### config.mk
export PLATFORM = sky130hd
export DESIGN_NAME = scan_seq_top
export DESIGN_NICKNAME = d
export VERILOG_FILES = /design/src/rtl/scan_seq_pkg.sv /design/src/rtl/scan_cell.sv /design/src/rtl/scan_core.sv /design/src/rtl/scan_seq_fsm.sv /design/src/rtl/scan_seq_top.sv
export SDC_FILE = /design/constraint.sdc
export NUM_CORES = 1
export LEC_CHECK = 0
export ABC_AREA = 1
export BUFFER_PORTS_ARGS = -buffer_cell sky130_fd_sc_hd__buf_2
export CORE_ASPECT_RATIO = 0.9
export CORE_MARGIN = 5
export CORE_UTILIZATION = 49
export CTS_CLUSTER_SIZE = 30
export DETAILED_ROUTE_END_ITERATION = 8
export GPL_TIMING_DRIVEN = 0
export HOLD_SLACK_MARGIN = 0.06
export PLACE_DENSITY = 0.73
export SLEW_MARGIN = 20
export SYNTH_ARGS = -nofsm -noshare
export SYNTH_HDL_FRONTEND = slang
export SYNTH_SLANG_ARGS = --single-unit
### constraint.sdc
create_clock -name clk -period 1.2 [get_ports clk]
set_input_delay 0.3 -clock clk [delete_from_list [all_inputs] [get_ports clk]]
set_output_delay 0.3 -clock clk [all_outputs]
set_load 0.03 [all_outputs]
### src/rtl/scan_seq_pkg.sv
package scan_seq_pkg;
   typedef enum logic [2:0] {
      ST_IDLE,
      ST_SHIFT,
      ST_APPLY,
      ST_CAPTURE,
      ST_DONE
   } seq_state_t;
endpackage

### src/rtl/scan_cell.sv
module scan_cell (
   input  logic clk,
   input  logic rst_n,
   input  logic en,
   input  logic se,
   input  logic si,
   input  logic d,
   output logic q
);
   always_ff @(posedge clk or negedge rst_n) begin
      if (!rst_n)  q <= 1'b0;
      else if (en) q <= se ? si : d;
   end
endmodule

### src/rtl/scan_core.sv
module scan_core #(
   parameter int NFF = 6,
   parameter int NPI = 4,
   parameter int NPO = 3
) (
   input  logic [NFF-1:0] st,
   input  logic [NPI-1:0] pi,
   output logic [NFF-1:0] nxt,
   output logic [NPO-1:0] po
);
   for (genvar i = 0; i < NFF; i++) begin : g_nxt
      assign nxt[i] = st[(i+1) % NFF] ^ (pi[i % NPI] & ~st[i]);
   end
   for (genvar j = 0; j < NPO; j++) begin : g_po
      assign po[j] = st[j % NFF] ^ pi[j % NPI];
   end
endmodule

### src/rtl/scan_seq_fsm.sv
module scan_seq_fsm
   import scan_seq_pkg::*;
#(
   parameter int NFF = 6
) (
   input  logic clk,
   input  logic rst_n,
   input  logic start,
   input  logic pat_valid,
   input  logic pat_last,
   output logic scan_en,
   output logic cap_en,
   output logic pat_req,
   output logic done
);
   localparam int CW = $clog2(NFF) + 1;
   localparam logic [CW-1:0] LAST_CNT = CW'(NFF - 1);

   seq_state_t    state;
   logic [CW-1:0] cnt;
   logic          last_q;

   always_ff @(posedge clk or negedge rst_n) begin
      if (!rst_n) begin
         state  <= ST_IDLE;
         cnt    <= '0;
         last_q <= 1'b0;
      end else begin
         case (state)
            ST_IDLE, ST_DONE: begin
               if (start) begin
                  state  <= ST_SHIFT;
                  cnt    <= '0;
                  last_q <= 1'b0;
               end
            end
            ST_SHIFT: begin
               if (cnt == LAST_CNT) begin
                  cnt   <= '0;
                  state <= last_q ? ST_DONE : ST_APPLY;
               end else begin
                  cnt <= cnt + 1'b1;
               end
            end
            ST_APPLY: begin
               if (pat_valid) begin
                  last_q <= pat_last;
                  state  <= ST_CAPTURE;
               end
            end
            ST_CAPTURE: state <= ST_SHIFT;
            default:    state <= ST_IDLE;
         endcase
      end
   end

   assign scan_en = (state == ST_SHIFT);
   assign cap_en  = (state == ST_CAPTURE);
   assign pat_req = (state == ST_APPLY);
   assign done    = (state == ST_DONE);


   req_hold_chk: assert property (@(posedge clk) disable iff (!rst_n)
      pat_req && !pat_valid |=> pat_req);

   accept_cap_chk: assert property (@(posedge clk) disable iff (!rst_n)
      pat_req && pat_valid |=> cap_en);

   single_cap_chk: assert property (@(posedge clk) disable iff (!rst_n)
      cap_en |=> !cap_en && scan_en);

   done_hold_chk: assert property (@(posedge clk) disable iff (!rst_n)
      done && !start |=> done && !scan_en);

   cnt_range_chk: assert property (@(posedge clk) disable iff (!rst_n)
      cnt <= LAST_CNT);
endmodule

### src/rtl/scan_seq_top.sv
module scan_seq_top #(
   parameter int NFF = 6,
   parameter int NPI = 4,
   parameter int NPO = 3
) (
   input  logic           clk,
   input  logic           rst_n,
   input  logic           start,
   input  logic           scan_in,
   input  logic           pat_valid,
   input  logic [NPI-1:0] pat_pi,
   input  logic           pat_last,
   output logic           scan_en,
   output logic           scan_out,
   output logic           pat_req,
   output logic [NPO-1:0] resp_po,
   output logic           resp_valid,
   output logic           done
);
   if (NFF < 2) begin : g_bad_nff
      $error("scan_seq_top: NFF must be at least 2");
   end
   if (NPI < 1 || NPO < 1) begin : g_bad_io
      $error("scan_seq_top: NPI and NPO must be at least 1");
   end

   logic           cap_en;
   logic           cell_en;
   logic [NFF-1:0] chain;
   logic [NFF-1:0] shift_src;
   logic [NFF-1:0] core_nxt;
   logic [NPO-1:0] core_po;
   logic [NPI-1:0] pi_q;

   scan_seq_fsm #(.NFF(NFF)) u_fsm (
      .clk       (clk),
      .rst_n     (rst_n),
      .start     (start),
      .pat_valid (pat_valid),
      .pat_last  (pat_last),
      .scan_en   (scan_en),
      .cap_en    (cap_en),
      .pat_req   (pat_req),
      .done      (done)
   );

   scan_core #(.NFF(NFF), .NPI(NPI), .NPO(NPO)) u_core (
      .st  (chain),
      .pi  (pi_q),
      .nxt (core_nxt),
      .po  (core_po)
   );

   assign cell_en = scan_en | cap_en;

   for (genvar i = 0; i < NFF; i++) begin : g_chain
      if (i == 0) begin : g_head
         assign shift_src[i] = scan_in;
      end else begin : g_link
         assign shift_src[i] = chain[i-1];
      end
      scan_cell u_cell (
         .clk   (clk),
         .rst_n (rst_n),
         .en    (cell_en),
         .se    (scan_en),
         .si    (shift_src[i]),
         .d     (core_nxt[i]),
         .q     (chain[i])
      );
   end

   assign scan_out = chain[NFF-1];

   always_ff @(posedge clk or negedge rst_n) begin
      if (!rst_n) begin
         pi_q       <= '0;
         resp_po    <= '0;
         resp_valid <= 1'b0;
      end else begin
         if (pat_req && pat_valid) pi_q <= pat_pi;
         if (cap_en) resp_po <= core_po;
         resp_valid <= cap_en;
      end
   end


   shift_head_chk: assert property (@(posedge clk) disable iff (!rst_n)
      scan_en |=> chain[0] == $past(scan_in));

   shift_link_chk: assert property (@(posedge clk) disable iff (!rst_n)
      scan_en |=> chain[NFF-1:1] == $past(chain[NFF-2:0]));

   chain_hold_chk: assert property (@(posedge clk) disable iff (!rst_n)
      !scan_en && !cap_en |=> $stable(chain));

   resp_pulse_chk: assert property (@(posedge clk) disable iff (!rst_n)
      cap_en |=> resp_valid);

   resp_only_chk: assert property (@(posedge clk) disable iff (!rst_n)
      resp_valid |-> $past(cap_en));
endmodule

# Yosys cells after proc, flatten, opt, wreduce, memory -nomap -nowiden
# Index checks and enable logic that the tools add are counted.
dict set report classes {
  n_addsub 1
  eq_ne 8
  n_mux 17
  bitwise 22
  reduce_logical 8
}
# op n
set ops {}
lappend ops {{2-to-1 mux 3 bit} 4}
lappend ops {{case mux 3 bit (4 select lines)} 1}
lappend ops {{XOR 1 bit} 9}
lappend ops {{2-to-1 mux 1 bit} 8}
lappend ops {{2-to-1 mux 4 bit} 2}
lappend ops {{case mux 4 bit (2 select lines)} 1}
lappend ops {{bitwise AND 1 bit} 6}
lappend ops {{== test 3 x 2 -> 1 bit (second input constant)} 2}
lappend ops {{NOT 1 bit} 6}
lappend ops {{AND reduction 3 bit} 2}
lappend ops {{adder 4 x 1 -> 4 bit (second input constant)} 1}
lappend ops {{== test 4 x 3 -> 1 bit (second input constant)} 1}
lappend ops {{inequality test 2 bit (second input constant)} 2}
lappend ops {{nonzero test 2 bit} 2}
lappend ops {{== test 3 x 1 -> 1 bit (second input constant)} 1}
lappend ops {{== test 3 bit (second input constant)} 1}
lappend ops {{logical NOT 3 bit} 1}
lappend ops {{inequality test 2 x 1 -> 1 bit (second input constant)} 1}
lappend ops {{case mux 1 bit (2 select lines)} 1}
lappend ops {{AND reduction 2 bit} 1}
lappend ops {{OR reduction 2 bit} 1}
lappend ops {{logical AND 1 bit} 1}
lappend ops {{bitwise OR 1 bit} 1}
dict set report word_totals {
  register_bits 22
  inputBits 10
  out_inout_bits 8
  wordCells 68
}

# Logic depth before layout (Yosys ltp)
dict set report depth {
  word_depth 4
  ltp_mapped 8
  depth_no_buf 8
}

# Modules after synthesis
# From an unflattened synthesis, not the netlist that was laid out.
dict set report hier_totals {
  cells_unflattened 179
  hier_area_um2 1310.0
}
# mod instances cells_each area_per_inst_um2 seq_area_each_um2
set by_module_without_submodules {}
lappend by_module_without_submodules {scan_seq_fsm 1 61 503.0 200.2}
lappend by_module_without_submodules {scan_cell 6 10 60.1 25.0}
lappend by_module_without_submodules {scan_seq_top 1 31 300.3 200.2}
lappend by_module_without_submodules {scan_core 1 27 146.4 0.0}

# Worst setup path before layout
# OpenSTA, ideal clock, no wires.
dict set report synth_timing {
  path_type {register to output}
  startpoint {register u_fsm.state[1]}
  endpoint {output done}
  arrival_time_ns 1.151
  required_time_ns 0.900
  setup_slack_ns -0.251
  stages_incl_launch_ff 2
  n_path_buf 0
  cell_sequence {dfrtp_1 > nor3_1}
}
dict set report synth_between {
  elab_chain_cells 1
}
# element line
set synth_rtl {}
lappend synth_rtl {{start: declaration} scan_seq_fsm.sv:19} ;# seq_state_t state;
lappend synth_rtl {{start signal: assignment} scan_seq_fsm.sv:40} ;# state <= last_q ? ST_DONE : ST_APPLY;
lappend synth_rtl {{== test 3 bit} scan_seq_fsm.sv:60} ;# assign done = (state == ST_DONE);
lappend synth_rtl {{end: declaration} scan_seq_top.sv:18} ;# output logic done
# Every way passes these cells.

# Final worst setup path
dict set report layout_timing {
  startpoint {register u_fsm.state[2]}
  endpoint {output scan_en}
}
dict set report layout_between {
  elab_chain_cells 1
}
# element line
set layout_rtl {}
lappend layout_rtl {{== test 3 x 1 -> 1 bit} scan_seq_fsm.sv:57} ;# assign scan_en = (state == ST_SHIFT);
lappend layout_rtl {{end: declaration} scan_seq_top.sv:13} ;# output logic scan_en,
# Every way passes these cells.

==> flow_summary.ini <==
[finish]
layout-drive-gt1-share_pct = 33.1
antennaDiodeCount = 0
finish.net_count = 188
syn2layout_area_growth_pct = 34.2
final_cell_count_no_fill = 199
layout.core_utilization_pct = 69.1

[clock_tree]
clk-insertion-delay-late_ns = 0.30
tritoncts = built
clkSinkCount = 22
clk_pin_slew_worst_paths_ns = 0.12
max-clock-path-buffers = 2
clock-root-buffer = sky130_fd_sc_hd__clkbuf_4
ctsHtreeMaxLevel = 1
clock_buffers_created_by_tritoncts = 3

[place]
place.gp.congestion = 0.829
post-place-cells = 179
dp_hpwl_um = 1720
pre_cts_setup_slack_ns = -0.187
place.port_buffers = 17

[synthesis]
syn-cell-area_sq_um = 1130
synth_xor_xnor_area_share_pct = 3.09
sequential_to_total_area_share_from_yosys_stat_pct = 48.6
yosys_warnings = 0
synth-simple-area-share_pct = 28.0
combinational_family_with_the_most_area_after_synthesis = simple AND/OR/NAND/NOR gates
syn-instance-count = 135
distinct_cell_type_count_of_the_synthesized_netlist = 18
post_synth_mux_area_share_pct = 0
post_synth_fa_ha_maj_area_fraction_pct = 5.52
post_synth.cell_area_avg_sq_um = 8.40
syn_nets = 150
synth_compound_gate_area_share_pct = 8.83
synth-seq-cells = 22

[floorplan]
die-width_um = 60.7
start_util_pct = 51.5
die-height_um = 55.6
coreArea_sq_um = 2200
rows = 16
dieArea_sq_um = 3380
floorplan.io_pins = 18

[status]
result_of_the_run = finished, violations left
violated_checks = negative setup slack

[timing]
final_min_period_over_clock_period_pct = 126
count_of_final_max_slew_check_failures = 0
skew_ns = 0.00133
final-setup-viol-count = 20
finalWorstSetupSlack_ns = -0.316
rsz0062_at_grt = true
worstMarginPinSlew_ns = 0.482
post-route-min-period_ns = 1.52
holdWs_ns = 0.209
timing.final.hold_violations = 0
fmaxAchievable_mhz = 660
slew-limit-headroom_pct = 67.9

[worst_setup_path]
max_stage_delay_ns = 0.46
cpMaxStageDelayCell = sky130_fd_sc_hd__dfrtp_1
worst-r2r-cell-count = 7
cp-start-kind = flip-flop
crit_path_cell_trace = inv_2 > nand2_4 > nor2_4 > buf_6
worst_path_maximum_fanout = 4
worstPathArrival_ns = 1.22
setup.worst_path.end_class = primary output
crit_type = flip-flop to primary output
required_ns = 0.90

[power_and_ir_drop]
vdd.ir_drop.worst_v = 0.00154
p_leak_nw = 0.788
power-per-cell-area_nw_per_um2 = 2760
report.power.total_w = 0.00420

[global_route]
vias_in_the_first_global_route = 970
grt_antenna_before_repair = 0
maximum_number_of_pins_on_one_net_before_global_route_repair = 23
grt_pass1_wl_um = 4120
gr-total-overflow = 0
gr-usage-all-layers_pct = 15.5

[routing]
drc_markers = 0
routedWlPerCell_um = 13.0
detail-route-antenna-nets = 0
drt-pass1-iter-count = 4
route.vias.total = 1051
vias_per_cell = 5.28
violation_count_after_the_first_detailed_routing_iteration = 30
postRouteWirelength_um = 2580

[job]
max_cap_viols = 0

[min_path]
min_delay_path_depth = 3
hold_path_class = input port to flip-flop
flip-flops by register name, indices dropped and copies added, names as in the netlist:
signal,count
g_chain.u_cell.q,6
pi_q,4
u_fsm.cnt,4
resp_po,3
u_fsm.state,3
resp_valid,1
u_fsm.last_q,1
path summary, 6_finish.rpt:
| path | start | end | slack [ns] |
|---|---|---|---|
| setup reg to reg | u_fsm.state[1]$_DFFE_PN0P_ | u_fsm.cnt[2]$_DFFE_PN0P_ | -0.15 |
| hold / removal | scan_in | g_chain[0].u_cell.q$_DFFE_PN0P_ | 0.21 |
| max in group asynchronous | rst_n | u_fsm.state[0]$_DFFE_PN0P_ | 0.37 |
| hold reg to reg | pi_q[2]$_DFFE_PN0P_ | pi_q[2]$_DFFE_PN0P_ | 0.51 |
| min in group asynchronous | rst_n | g_chain[0].u_cell.q$_DFFE_PN0P_ | 0.47 |
| setup / recovery | u_fsm.state[2]$_DFFE_PN0P_ | scan_en | -0.32 |
cells in the final DEF (no fill, tap or decap), drive strengths merged:
master / Yosys / routed
nand2: 43 / 43
buf: 0 / 32
dfrtp: 22 / 22
inv: 18 / 18
nand3: 17 / 17
o211ai: 7 / 7
nor2: 7 / 7
o21ai: 6 / 6
ha: 5 / 5
clkbuf: 0 / 4
nand4: 2 / 2
o22ai: 2 / 2
xnor2: 2 / 2
xor2: 2 / 2
nor3: 1 / 1
a21oi: 1 / 1
dlygate4sd3: 0 / 1
area by class of cell:
| cell class | count | area (sq um) |
|---|---|---|
| inverter | 18 | 70.1 |
| sequential | 22 | 553 |
| multi-input combinational | 95 | 577 |
| clock buffer | 4 | 36.3 |
| tap | 27 | 33.8 |
| timing repair buffer | 33 | 251 |
| fill | 180 | 681 |
report_power, final:
| group | switching (W) | internal, W | leakage [nW] | total (W) |
|---|---|---|---|---|
| Combinational | 0.00135 | 0.00105 | 0.490 | 0.00240 |
| Clock | 0.000218 | 0.000185 | 0.0210 | 0.000403 |
| Sequential | 0.000323 | 0.00107 | 0.277 | 0.00139 |
| Total | 0.00189 | 0.00231 | 0.788 | 0.00420 |
worst max-delay path: cells and delay by family (launching register included):
family,cells,cell delay (ns)
buf+inv,2,0.28
flops,1,0.46
simple gates,2,0.18
Yosys cell counts:
cell type,instances,share of area [%]
sky130_fd_sc_hd__o211ai_1,7,4.6
sky130_fd_sc_hd__nand4_1,2,1.1
sky130_fd_sc_hd__o22ai_1,2,1.1
sky130_fd_sc_hd__o21ai_0,6,2.6
sky130_fd_sc_hd__nor2_4,2,2.0
sky130_fd_sc_hd__nand2_1,40,13
sky130_fd_sc_hd__xnor2_1,2,1.5
sky130_fd_sc_hd__nor3_1,1,0.44
sky130_fd_sc_hd__xor2_1,2,1.5
sky130_fd_sc_hd__nand2_2,2,1.1
sky130_fd_sc_hd__ha_1,5,5.5
sky130_fd_sc_hd__nand3_1,17,7.5
sky130_fd_sc_hd__nor2_1,5,1.7
sky130_fd_sc_hd__inv_1,16,5.3
sky130_fd_sc_hd__inv_2,2,0.66
sky130_fd_sc_hd__nand2_4,1,0.99
sky130_fd_sc_hd__dfrtp_1,22,49
sky130_fd_sc_hd__a21oi_1,1,0.44
metal layers:
layer / share of wire (%) / up-vias / GRT usage, %
li1: - / 520 / -
met1: 41 / 491 / 20.1
met2: 51 / 34 / 25.0
met3: 5.7 / 6 / 4.18
met4: 2.0 / 0 / 4.02
met5: 0 / - / 0
through the flow:
stage          area, sq um  TNS [ns]
2_1_floorplan         1140    -0.119
3_3_place_gp          1260    -0.790
3_5_place_dp          1260     -1.01
4_1_cts               1390     -2.58
5_1_grt               1520     -3.29
6_report              1520     -1.98
kinds of logic after synthesis:
logic type | count (synthesis)
adder cells (fa/ha/maj) | 5
flip-flops | 22
XOR/XNOR | 4
AO/OA/AOI/OAI | 16
AND/OR/NAND/NOR | 70
buffers and inverters | 18
what timing repair did:
action / CTS / global route
pin swaps: 1 / 3
hold endpoints to repair: 22 / 0
hold buffers: 1 / 0
resized for setup: 10 / 26
endpoints found under the setup margin: 17 / 29
buffers inserted: 7 / 8
No activity file was read; power rests on OpenSTA's default activity.
